### config.mk
export PLATFORM = sky130hd
export DESIGN_NAME = rs485_link_ctl
export DESIGN_NICKNAME = d
export VERILOG_FILES = /design/src/rtl/rs485_pkg.sv /design/src/rtl/rs485_addr_filter.sv /design/src/rtl/rs485_dir_ctl.sv /design/src/rtl/rs485_link_ctl.sv
export SDC_FILE = /design/constraint.sdc
export NUM_CORES = 1
export LEC_CHECK = 0
export CAP_MARGIN = 20
export CORE_MARGIN = 3
export CORE_UTILIZATION = 49
export DETAILED_ROUTE_END_ITERATION = 10
export GPL_TIMING_DRIVEN = 0
export PLACE_DENSITY = 0.95
export SKIP_LAST_GASP = 1
export SLEW_MARGIN = 40
export SYNTH_ARGS = -nofsm -noshare
export SYNTH_HDL_FRONTEND = slang
export SYNTH_HIERARCHICAL = 1
export SYNTH_SLANG_ARGS = --single-unit
### constraint.sdc
create_clock -name clk -period 6.2 [get_ports clk]
set_input_delay 1.24 -clock clk [delete_from_list [all_inputs] [get_ports clk]]
set_output_delay 1.24 -clock clk [all_outputs]
set_load 0.05 [all_outputs]
### src/rtl/rs485_pkg.sv
package rs485_pkg;

  typedef enum logic [1:0] {
    DIR_IDLE = 2'd0,
    DIR_SEND = 2'd1,
    DIR_HOLD = 2'd2
  } dir_state_e;

  // Pin level of the direction line: asserted is low unless inverted.
  function automatic logic dir_pin_level(input logic asserted, input logic invert);
    return invert ? asserted : ~asserted;
  endfunction

endpackage

### src/rtl/rs485_addr_filter.sv
module rs485_addr_filter #(
  parameter int DATA_W = 8
) (
  input  logic              clk,
  input  logic              rst_n,
  input  logic              multidrop_en,
  input  logic              auto_addr_en,
  input  logic              rx_block,
  input  logic [DATA_W-1:0] match_addr,
  input  logic              rx_valid,
  input  logic [DATA_W-1:0] rx_data,
  input  logic              rx_ninth,
  output logic              wr,
  output logic [DATA_W-1:0] wr_data,
  output logic              addr_evt,
  output logic              listen
);

  function automatic logic addr_hit(input logic [DATA_W-1:0] a, input logic [DATA_W-1:0] b);
    return a == b;
  endfunction

  logic is_addr, auto_mode, hit, accept;
  logic wr_q, evt_q, listen_q;
  logic [DATA_W-1:0] data_q;

  assign is_addr   = multidrop_en & rx_ninth;
  assign auto_mode = multidrop_en & auto_addr_en;
  assign hit       = is_addr & addr_hit(rx_data, match_addr);

  always_comb begin
    if (!rx_valid)      accept = 1'b0;
    else if (auto_mode) accept = is_addr ? hit : (listen_q & ~rx_block);
    else                accept = ~rx_block;
  end

  always_ff @(posedge clk or negedge rst_n) begin
    if (!rst_n) begin
      wr_q     <= 1'b0;
      evt_q    <= 1'b0;
      listen_q <= 1'b0;
      data_q   <= '0;
    end else begin
      wr_q  <= accept;
      evt_q <= accept & is_addr;
      if (accept) data_q <= rx_data;
      if (rx_valid && auto_mode && is_addr) listen_q <= hit;
    end
  end

  assign wr       = wr_q;
  assign wr_data  = data_q;
  assign addr_evt = evt_q;
  assign listen   = listen_q;

endmodule

### src/rtl/rs485_dir_ctl.sv
module rs485_dir_ctl
  import rs485_pkg::*;
#(
  parameter int DLY_W = 8
) (
  input  logic             clk,
  input  logic             rst_n,
  input  logic             tx_busy,
  input  logic             tx_empty,
  input  logic             baud_tick,
  input  logic [DLY_W-1:0] release_dly,
  output logic             asserted
);

  localparam int CNT_W = DLY_W + 1;

  function automatic logic hold_done(input logic [DLY_W-1:0] cnt, input logic [DLY_W-1:0] dly);
    logic [CNT_W-1:0] next_cnt;
    next_cnt = {1'b0, cnt} + CNT_W'(1);
    return (dly == '0) || (next_cnt >= {1'b0, dly});
  endfunction

  dir_state_e state_q, state_d;
  logic [DLY_W-1:0] cnt_q, cnt_d;
  logic pending;

  assign pending = ~tx_empty | tx_busy;

  always_comb begin
    state_d = state_q;
    cnt_d   = cnt_q;
    unique case (state_q)
      DIR_IDLE: if (pending) state_d = DIR_SEND;
      DIR_SEND: if (!pending) begin
        cnt_d   = '0;
        state_d = (release_dly == '0) ? DIR_IDLE : DIR_HOLD;
      end
      DIR_HOLD: begin
        if (pending) state_d = DIR_SEND;
        else if (baud_tick) begin
          if (hold_done(cnt_q, release_dly)) state_d = DIR_IDLE;
          else cnt_d = cnt_q + DLY_W'(1);
        end
      end
      default: state_d = DIR_IDLE;
    endcase
  end

  always_ff @(posedge clk or negedge rst_n) begin
    if (!rst_n) begin
      state_q <= DIR_IDLE;
      cnt_q   <= '0;
    end else begin
      state_q <= state_d;
      cnt_q   <= cnt_d;
    end
  end

  assign asserted = (state_q != DIR_IDLE);

endmodule

### src/rtl/rs485_link_ctl.sv
module rs485_link_ctl
  import rs485_pkg::*;
#(
  parameter int DATA_W = 8,
  parameter int DLY_W  = 8
) (
  input  logic              clk,
  input  logic              rst_n,
  input  logic              multidrop_en,
  input  logic              auto_addr_en,
  input  logic              rx_block,
  input  logic [DATA_W-1:0] match_addr,
  input  logic              rx_valid,
  input  logic [DATA_W-1:0] rx_data,
  input  logic              rx_ninth,
  output logic              fifo_wr,
  output logic [DATA_W-1:0] fifo_data,
  output logic              addr_evt,
  output logic              rx_listen,
  input  logic              auto_dir_en,
  input  logic              dir_sel_dtr,
  input  logic              dir_invert,
  input  logic [DLY_W-1:0]  release_dly,
  input  logic              tx_busy,
  input  logic              tx_empty,
  input  logic              baud_tick,
  input  logic              rts_manual,
  input  logic              dtr_manual,
  output logic              rts_out,
  output logic              dtr_out
);

  logic dir_asserted;
  logic dir_level;

  rs485_addr_filter #(.DATA_W(DATA_W)) u_filter (
    .clk          (clk),
    .rst_n        (rst_n),
    .multidrop_en (multidrop_en),
    .auto_addr_en (auto_addr_en),
    .rx_block     (rx_block),
    .match_addr   (match_addr),
    .rx_valid     (rx_valid),
    .rx_data      (rx_data),
    .rx_ninth     (rx_ninth),
    .wr           (fifo_wr),
    .wr_data      (fifo_data),
    .addr_evt     (addr_evt),
    .listen       (rx_listen)
  );

  rs485_dir_ctl #(.DLY_W(DLY_W)) u_dir (
    .clk         (clk),
    .rst_n       (rst_n),
    .tx_busy     (tx_busy),
    .tx_empty    (tx_empty),
    .baud_tick   (baud_tick),
    .release_dly (release_dly),
    .asserted    (dir_asserted)
  );

  assign dir_level = dir_pin_level(dir_asserted, dir_invert);

  always_comb begin
    rts_out = rts_manual;
    dtr_out = dtr_manual;
    if (auto_dir_en) begin
      if (dir_sel_dtr) dtr_out = dir_level;
      else             rts_out = dir_level;
    end
  end

endmodule

* Word level (Yosys, flattened, before mapping) *
Cells that the tools add are included.

word-level totals
  input port bits = 39
  output and inout port bits = 13
  register bits after elaboration = 21
  logic and storage cells = 57

operators by class
  add/sub/neg operators = 2
  $lt $le $gt $ge = 1
  mux-type cells = 20
  reductions and logical operators = 9
  equality and inequality tests = 10
  bitwise operators = 9

operator list
  cell                                                   number
  two-way mux 8 bit                                      4
  case mux 8 bit (2 select lines)                        1
  two-way mux 2 bit                                      6
  adder 8 x 1 -> 9 bit, second input constant            1
  >= comparator 9 x 8 -> 1 bit                           1
  adder 8 x 1 -> 8 bit, second input constant            1
  == test 8 bit                                          1
  logical NOT 8 bit                                      1
  two-way mux 1 bit                                      8
  inequality test 2 bit, second input constant           4
  case mux 2 bit (3 select lines)                        1
  AND 1 bit                                              5
  AND reduction 5 bit                                    1
  AND reduction 4 bit                                    1
  nonzero test 2 bit                                     2
  inequality test 3 x 1 -> 1 bit, second input constant  1
  inequality test 3 x 2 -> 1 bit, second input constant  1
  NOT 1 bit                                              3
  == test 2 x 1 -> 1 bit, second input constant          1
  == test 2 bit, second input constant                   1
  logical AND 1 bit                                      2
  logical NOT 2 bit                                      1
  inequality test 2 x 1 -> 1 bit, second input constant  1
  logical OR 1 bit                                       1
  OR 1 bit                                               1

* Logic depth before layout (Yosys ltp) *
Gate-level depths: netlist (run 1).

  depth after elaboration = 7
  gate-level depth with buffers = 12

* By module *
The synthesis (run 1) kept the hierarchy.

modules (own cells, without submodules)
  module             sequential area each (µm²)  cells each  area an instance (µm²)  instances
  rs485_dir_ctl      250.2                       113         945.9                   1
  rs485_addr_filter  275.3                       39          563.0                   1
  rs485_link_ctl     0.0                         5           41.3                    1

* Worst setup path after synthesis (run 1) *
No wires, ideal clock.

  path type = input -> output
  start = input dir_invert
  end = output dtr_out
  required time = 4960 ps
  arrival time = 1827 ps
  path slack = 3133 ps
  stages = 2
  buffers on the path = 0
  cells stage by stage = xnor2_1 mux2_1

on the way
  longest elaborated chain between the ends = 3

RTL lines
  element            RTL line              RTL
  from (decl)        rs485_link_ctl.sv:22  input logic dir_invert,
  two-way mux 1 bit  rs485_pkg.sv:11       return invert ? asserted : ~asserted;
  two-way mux 1 bit  rs485_link_ctl.sv:68  if (dir_sel_dtr) dtr_out = dir_level;
  two-way mux 1 bit  rs485_link_ctl.sv:67  if (auto_dir_en) begin
  to (decl)          rs485_link_ctl.sv:30  output logic dtr_out

Every way passes these cells.

* Worst setup path after layout (run 1) *
  start = input auto_dir_en
  end = output rts_out

on the way
  longest elaborated chain between the ends = 1

RTL lines
  element            RTL line              RTL
  from (decl)        rs485_link_ctl.sv:20  input logic auto_dir_en,
  two-way mux 1 bit  rs485_link_ctl.sv:67
  to (decl)          rs485_link_ctl.sv:29  output logic rts_out,

Every way passes these cells.

==> metrics, run 1 <==
Rel. slew slack 0.620; clk buf depth 2; Synth Instances 157; CTS tree yes; Row Count 19; Reg clk slew, reported paths 100 ps; share of the synthesized area in the top cell type 0.339; cell taking the most area after synthesis dfrtp_1; RSZ-0062 raised after global routing no; gr ovfl total 0; Final setup viols 0; clk sinks 21; fin crit share 0.671; core area 2880 um2; setup TNS 0 ps; Post-Syn Area 1550 um2; antenna violations before repair 0; Leak 0.913 nW; Max Cap Viol 0; largest net degree at the start of global routing 22; Root Driver clkbuf_4; multiplexer share of the synthesized area 0.105; syn avg cell area 9.87 um2; most frequent cell after synthesis dfrtp_1; Worst EP arrival 2920 ps; largest family of logic cells by synthesized area simple AND/OR/NAND/NOR gates; ys async rst share 1.00; # hold bufs at CTS 0; Pre-antenna DRT Iters 4; Synth top cells by count 21 x dfrtp_1, 19 x inv_1, 10 x nor2_1, 10 x o211ai_1; DRC 0; H-tree levels 1; adder-cell share of the synthesized area 0.0726; Worst Tran Pin Value 567 ps; layout cells sized above 1 0.127; Layout area overhead 37.7%; CTS Buf Count 3; post-synthesis xor/xnor area fraction 0.0847; number of global-route vias before repair 1,405; post-cts resize count 0; Filler Cell Count 189; sequential area share after synthesis 0.339; HP Class register to register; most frequent cell on the critical path clkdlybuf4s50_1; Critical Path RT 4960 ps; fin crit period 4160 ps; crit end category output pin; compound-cell area share of the yosys netlist 0.152; final hold viol count 0; slowest stage cell, crit path clkdlybuf4s50_1; syn nets 205; CP top delay family buffers and inverters; Die W 62.2 um; Syn. warnings 6; diode count 0; Vias 1,399; simple-gate area share of the yosys netlist 0.188; routability congestion estimate 0.877; startpoint class of the critical path primary input; top_reg_cell synth dfrtp_1; Total GRT Usage 0.206; Setup CP Type primary input to output pin; Yosys cell types 42; CP bufs+invs 2; cell area after layout 2130 um2; CP cell instances clkdlybuf4s50_1 > nor2b_1 > mux2_2 > clkdlybuf4s50_1; run status finished clean; Final ANT Viol Nets 0; synth top area cells dfrtp_1 34%, mux2_4 7.7%, ha_1 7.3%; die height 62.2 um; Final HPWL DP 3170 um; buffer count from post-CTS setup fixing 0; I/O Buffers 51; routed wire length 3850 um; delay of the slowest critical-path stage 700 ps; Cell Pwr Density 172 nW/um2; number of synthesized flops with an enable pin 0; Initial Utilization 0.539; Reg area 526 um2; WL/cell 15.2 um; IO Count 52; Iteration-0 DRC Markers 58; die area 3870 um2; multi-input logic area 933 um2; DP Area 2110 um2; drt via density 5.51; Clk Latency, worst-skew pair 310 ps; Max VDD drop 0.000229 V; Worst Clk Skew 10.1 ps; synthesized flop and latch total 21; nets 261; first-pass GRT wire length 6470 um; Worst Path Max Fanout 2; fmax 240 MHz; Final Max Tran Viols 0
-- cell type report --
type                       instances  area share
multi-input combinational        114       0.437
sequential                        21       0.246
timing repair buffer              51       0.237
inverter                          19      0.0334
tap                               42      0.0246
clock buffer                       4      0.0123
buffer                             3     0.00938
-- final timing paths --
path                                                       from                               to  slack (ps)  depth (start not counted)
worst max-delay path                                auto_dir_en                          rts_out        2040                          4
worst min-delay path            u_filter/wr_data[7]$_DFFE_PN0P_  u_filter/wr_data[7]$_DFFE_PN0P_         520                          1
worst max register to register       u_dir/cnt_q[0]$_DFFE_PN0P_       u_dir/cnt_q[1]$_DFFE_PN0P_        3050                         10
worst min register to register  u_filter/wr_data[7]$_DFFE_PN0P_  u_filter/wr_data[7]$_DFFE_PN0P_         520                          1
max in group asynchronous                                 rst_n  u_filter/wr_data[6]$_DFFE_PN0P_        5020                          1
min in group asynchronous                                 rst_n  u_filter/wr_data[2]$_DFFE_PN0P_         860                          1
-- report_power, final --
group | leakage (nW) | internal (W) | switching [W]
Sequential | 0.271 | 0.000148 | 0.00000575
Clock | 0.0150 | 0.0000251 | 0.0000388
Combinational | 0.627 | 0.0000664 | 0.0000831
Total | 0.913 | 0.000239 | 0.000128
-- placed cells by master (no fill, tap or decap), drive strengths merged, types with 2 or more instances in the layout --
cell            n
nand3b          2
nor2b           2
buf             2
nor2           11
nand4           4
nor4            4
nand3           4
mux2i           2
clkbuf          6
a31oi           5
dfrtp          21
o22ai           2
clkdlybuf4s50  50
nand2           7
inv            19
a21o            2
xor2            9
or4             2
mux2           10
o211ai         10
a21oi           7
nor3            4
ha              9
nand2b          4
xnor2           6
-- metal layers --
metal  part of all wire  global-route usage
met5                  0                   0
met4              0.012              0.0552
met3              0.057              0.0378
met2               0.53               0.371
met1               0.40               0.251
-- kinds of logic after synthesis --
group,Yosys count
AO/OA/AOI/OAI,32
multiplexers,12
flip-flops,21
adder cells (fa/ha/maj),9
XOR/XNOR,15
AND/OR/NAND/NOR,46
buffers and inverters,22
-- through the flow --
step                utilization  worst slack [ps]  hold WS, ps  instances  power, W
finish                    0.742              2040          516        254  0.000367
global route              0.742              1970          534        254  0.000389
CTS                       0.742              2020          521        254  0.000370
detailed placement        0.733              2020          492        250  0.000305
global placement          0.735              2070          490        250  0.000301
floorplan                     -              3130          505        157  0.000242
-- flip-flops by register name (all words and copies together), names as in the netlist --
register,flops
u_dir/cnt_q,8
u_filter/wr_data,8
u_dir/state_q,2
u_filter/addr_evt,1
u_filter/listen,1
u_filter/wr,1
-- worst reg2reg max path, cell delays in order (launching register included) --
cell and delay, ps:
dfrtp_1 460, ha_1 280, nand3_2 150, nor2_1 270, xnor2_1 160, ha_1 260
a21o_2 200, a21oi_1 280, nand3_2 250, a21oi_1 520, o22ai_1 180
No activity file was read; power rests on OpenSTA's default activity.
==> run 2: changes to the inputs <==
- CORE_UTILIZATION: 49 -> 41
- PLACE_DENSITY: 0.95 -> 0.87
- clock period: 6.2 -> 3.7 ns (I/O delays scaled with it)
==> run 2 against run 1 <==
Net effect:
- cell count is 1.6% higher
- largest power group unchanged
- global-route usage is 3.7 points lower
- non-clock buffer count unchanged
- wire length down 4.1%
- sequential share of layout area fell by 0.29 points
- first-iteration DRC count rose by 59%
- largest cell class unchanged
- critical path depth rose by 2
- design area is 1.2% higher
- worst hold slack worse by 100 ps
- total power grew 78%
- combinational power grew 67%
==> metrics, run 2 (synthesis gave the netlist of run 1 again) <==
run status finished clean; Reg clk slew, reported paths 70 ps; Final ANT Viol Nets 0; die height 67.5 um; CP Depth 6; Rel. slew slack 0.628; commonest non-fill, non-tap cells in the layout 50 x clkdlybuf4s50_1, 21 x dfrtp_1, 19 x inv_1; IO Count 52; Iteration-0 DRC Markers 92; # hold bufs at CTS 0; I/O Buffers 51; Die W 67.5 um; Initial Utilization 0.444; dpl ws 557 ps; DRC 0; Comb pwr share 0.381; CTS Buf Count 3; Worst EP arrival 2410 ps; gr ovfl total 0; Max Cap Viol 0; Final Util 0.618; clk buf depth 2; CP cell instances clkbuf_1 > inv_1 > nand2_1 > xnor2_1 > mux2_2 > clkdlybuf4s50_1; Switching Power 0.000219 W; die area 4550 um2; Max VDD drop 0.000315 V; Layout area overhead 39.3%; DP Area 2110 um2; H-tree levels 1; fmax 317 MHz; post-cts resize count 0; Worst Tran Pin Value 556 ps; Critical Path RT 2960 ps; RSZ-0062 raised after global routing no; Flop pwr share 0.395; crit end category output pin; Worst Path Max Fanout 10; diode count 0; nets 261; Final setup viols 0; routability congestion estimate 0.833; Final HPWL DP 2940 um; Row Count 21; P_int 0.000434 W; Clk Latency, worst-skew pair 260 ps; final hold viol count 0; fin crit share 0.851; CTS tree yes; layout cells sized above 1 0.132; first-pass GRT wire length 5880 um; WL/cell 14.3 um; largest net degree at the start of global routing 22; Root Driver clkbuf_8; placed cells 254; Leak 0.924 nW; Total GRT Usage 0.169; core area 3490 um2; CP top delay family buffers and inverters; Worst Clk Skew 2.45 ps; cell area after layout 2160 um2; Pre-antenna DRT Iters 4; Cell Pwr Density 303 nW/um2; setup TNS 0 ps; startpoint class of the critical path register; clock share of power 0.224; HP Class primary input to async pin; CP bufs+invs 3; Final Max Tran Viols 0; PnR worst setup slack 550 ps; slowest stage cell, crit path clkdlybuf4s50_1; Setup CP Type register to output pin; clk sinks 21; Sw Ratio 0.336; buffer count from post-CTS setup fixing 0; number of global-route vias before repair 1,251; leading cell type in the layout, fill and taps excluded clkdlybuf4s50_1; drt via density 5.32; Vias 1,372; R2R depth 10; antenna violations before repair 0; delay of the slowest critical-path stage 790 ps; routed wire length 3690 um; final non-filler cell total 258; fin crit period 3150 ps
run 2: cell count changes in the layout (fill, tap and decap cells not counted), sizes merged:
| cell | change |
|---|---|
| clkinv | +1 |
| clkbuf | -1 |
run 2: metrics by stage:
step                hold WS (ps)  power [W]
detailed placement           493   0.000510
global placement             488   0.000505
finish                       413   0.000653
floorplan                    444   0.000405
global route                 442   0.000687
CTS                          433   0.000660
run 2: per-layer routing:
metal  share of wire  track usage  routed length, um
met1            0.41        0.230               1510
met2            0.51        0.270               1900
met3           0.061       0.0366                224
met4           0.017       0.0481                 63
met5               0            0                  0
run 2: power by group through the flow:
stage                     clock (W)  sequential, W  combinational (W)
after global routing       0.000164       0.000261           0.000262
after CTS                  0.000151       0.000258           0.000250
after detailed placement          0       0.000262           0.000248
after global placement            0       0.000260           0.000245
final                      0.000146       0.000258           0.000249
after floorplan                   0       0.000320          0.0000847
run 2: final timing paths:
check | start | end | slack (ps)
worst max-delay path | u_dir/state_q[0]$_DFFE_PN0P_ | rts_out | 550
worst min-delay path | rst_n | u_filter/wr_data[5]$_DFFE_PN0P_ | 410
worst max register to register | u_dir/cnt_q[0]$_DFFE_PN0P_ | u_dir/cnt_q[1]$_DFFE_PN0P_ | 690
worst min register to register | u_filter/wr_data[4]$_DFFE_PN0P_ | u_filter/wr_data[4]$_DFFE_PN0P_ | 510
max in group asynchronous | rst_n | u_dir/cnt_q[0]$_DFFE_PN0P_ | 2980
min in group clk | u_filter/wr_data[4]$_DFFE_PN0P_ | u_filter/wr_data[4]$_DFFE_PN0P_ | 510
run 2: layout make-up:
| type | instances | area, um2 |
|---|---|---|
| plain buffers | 3 | 20.0 |
| clock buffers | 3 | 41.3 |
| clock inverters | 1 | 5.00 |
| fillers | 288 | 1340 |
| inverters | 19 | 71.3 |
| multi-input cells | 114 | 933 |
| flip-flops and latches | 21 | 526 |
| well taps | 46 | 57.6 |
| repair buffers | 51 | 505 |
run 2: worst register-to-register path: cells and delay by family, from the launching register on:
family,cells,cell delay [ps]
flip-flops,1,440
XOR/XNOR,1,150
AND/OR/NAND/NOR,3,650
adder cells (fa/ha/maj),2,530
AO/OA/AOI/OAI,4,1110
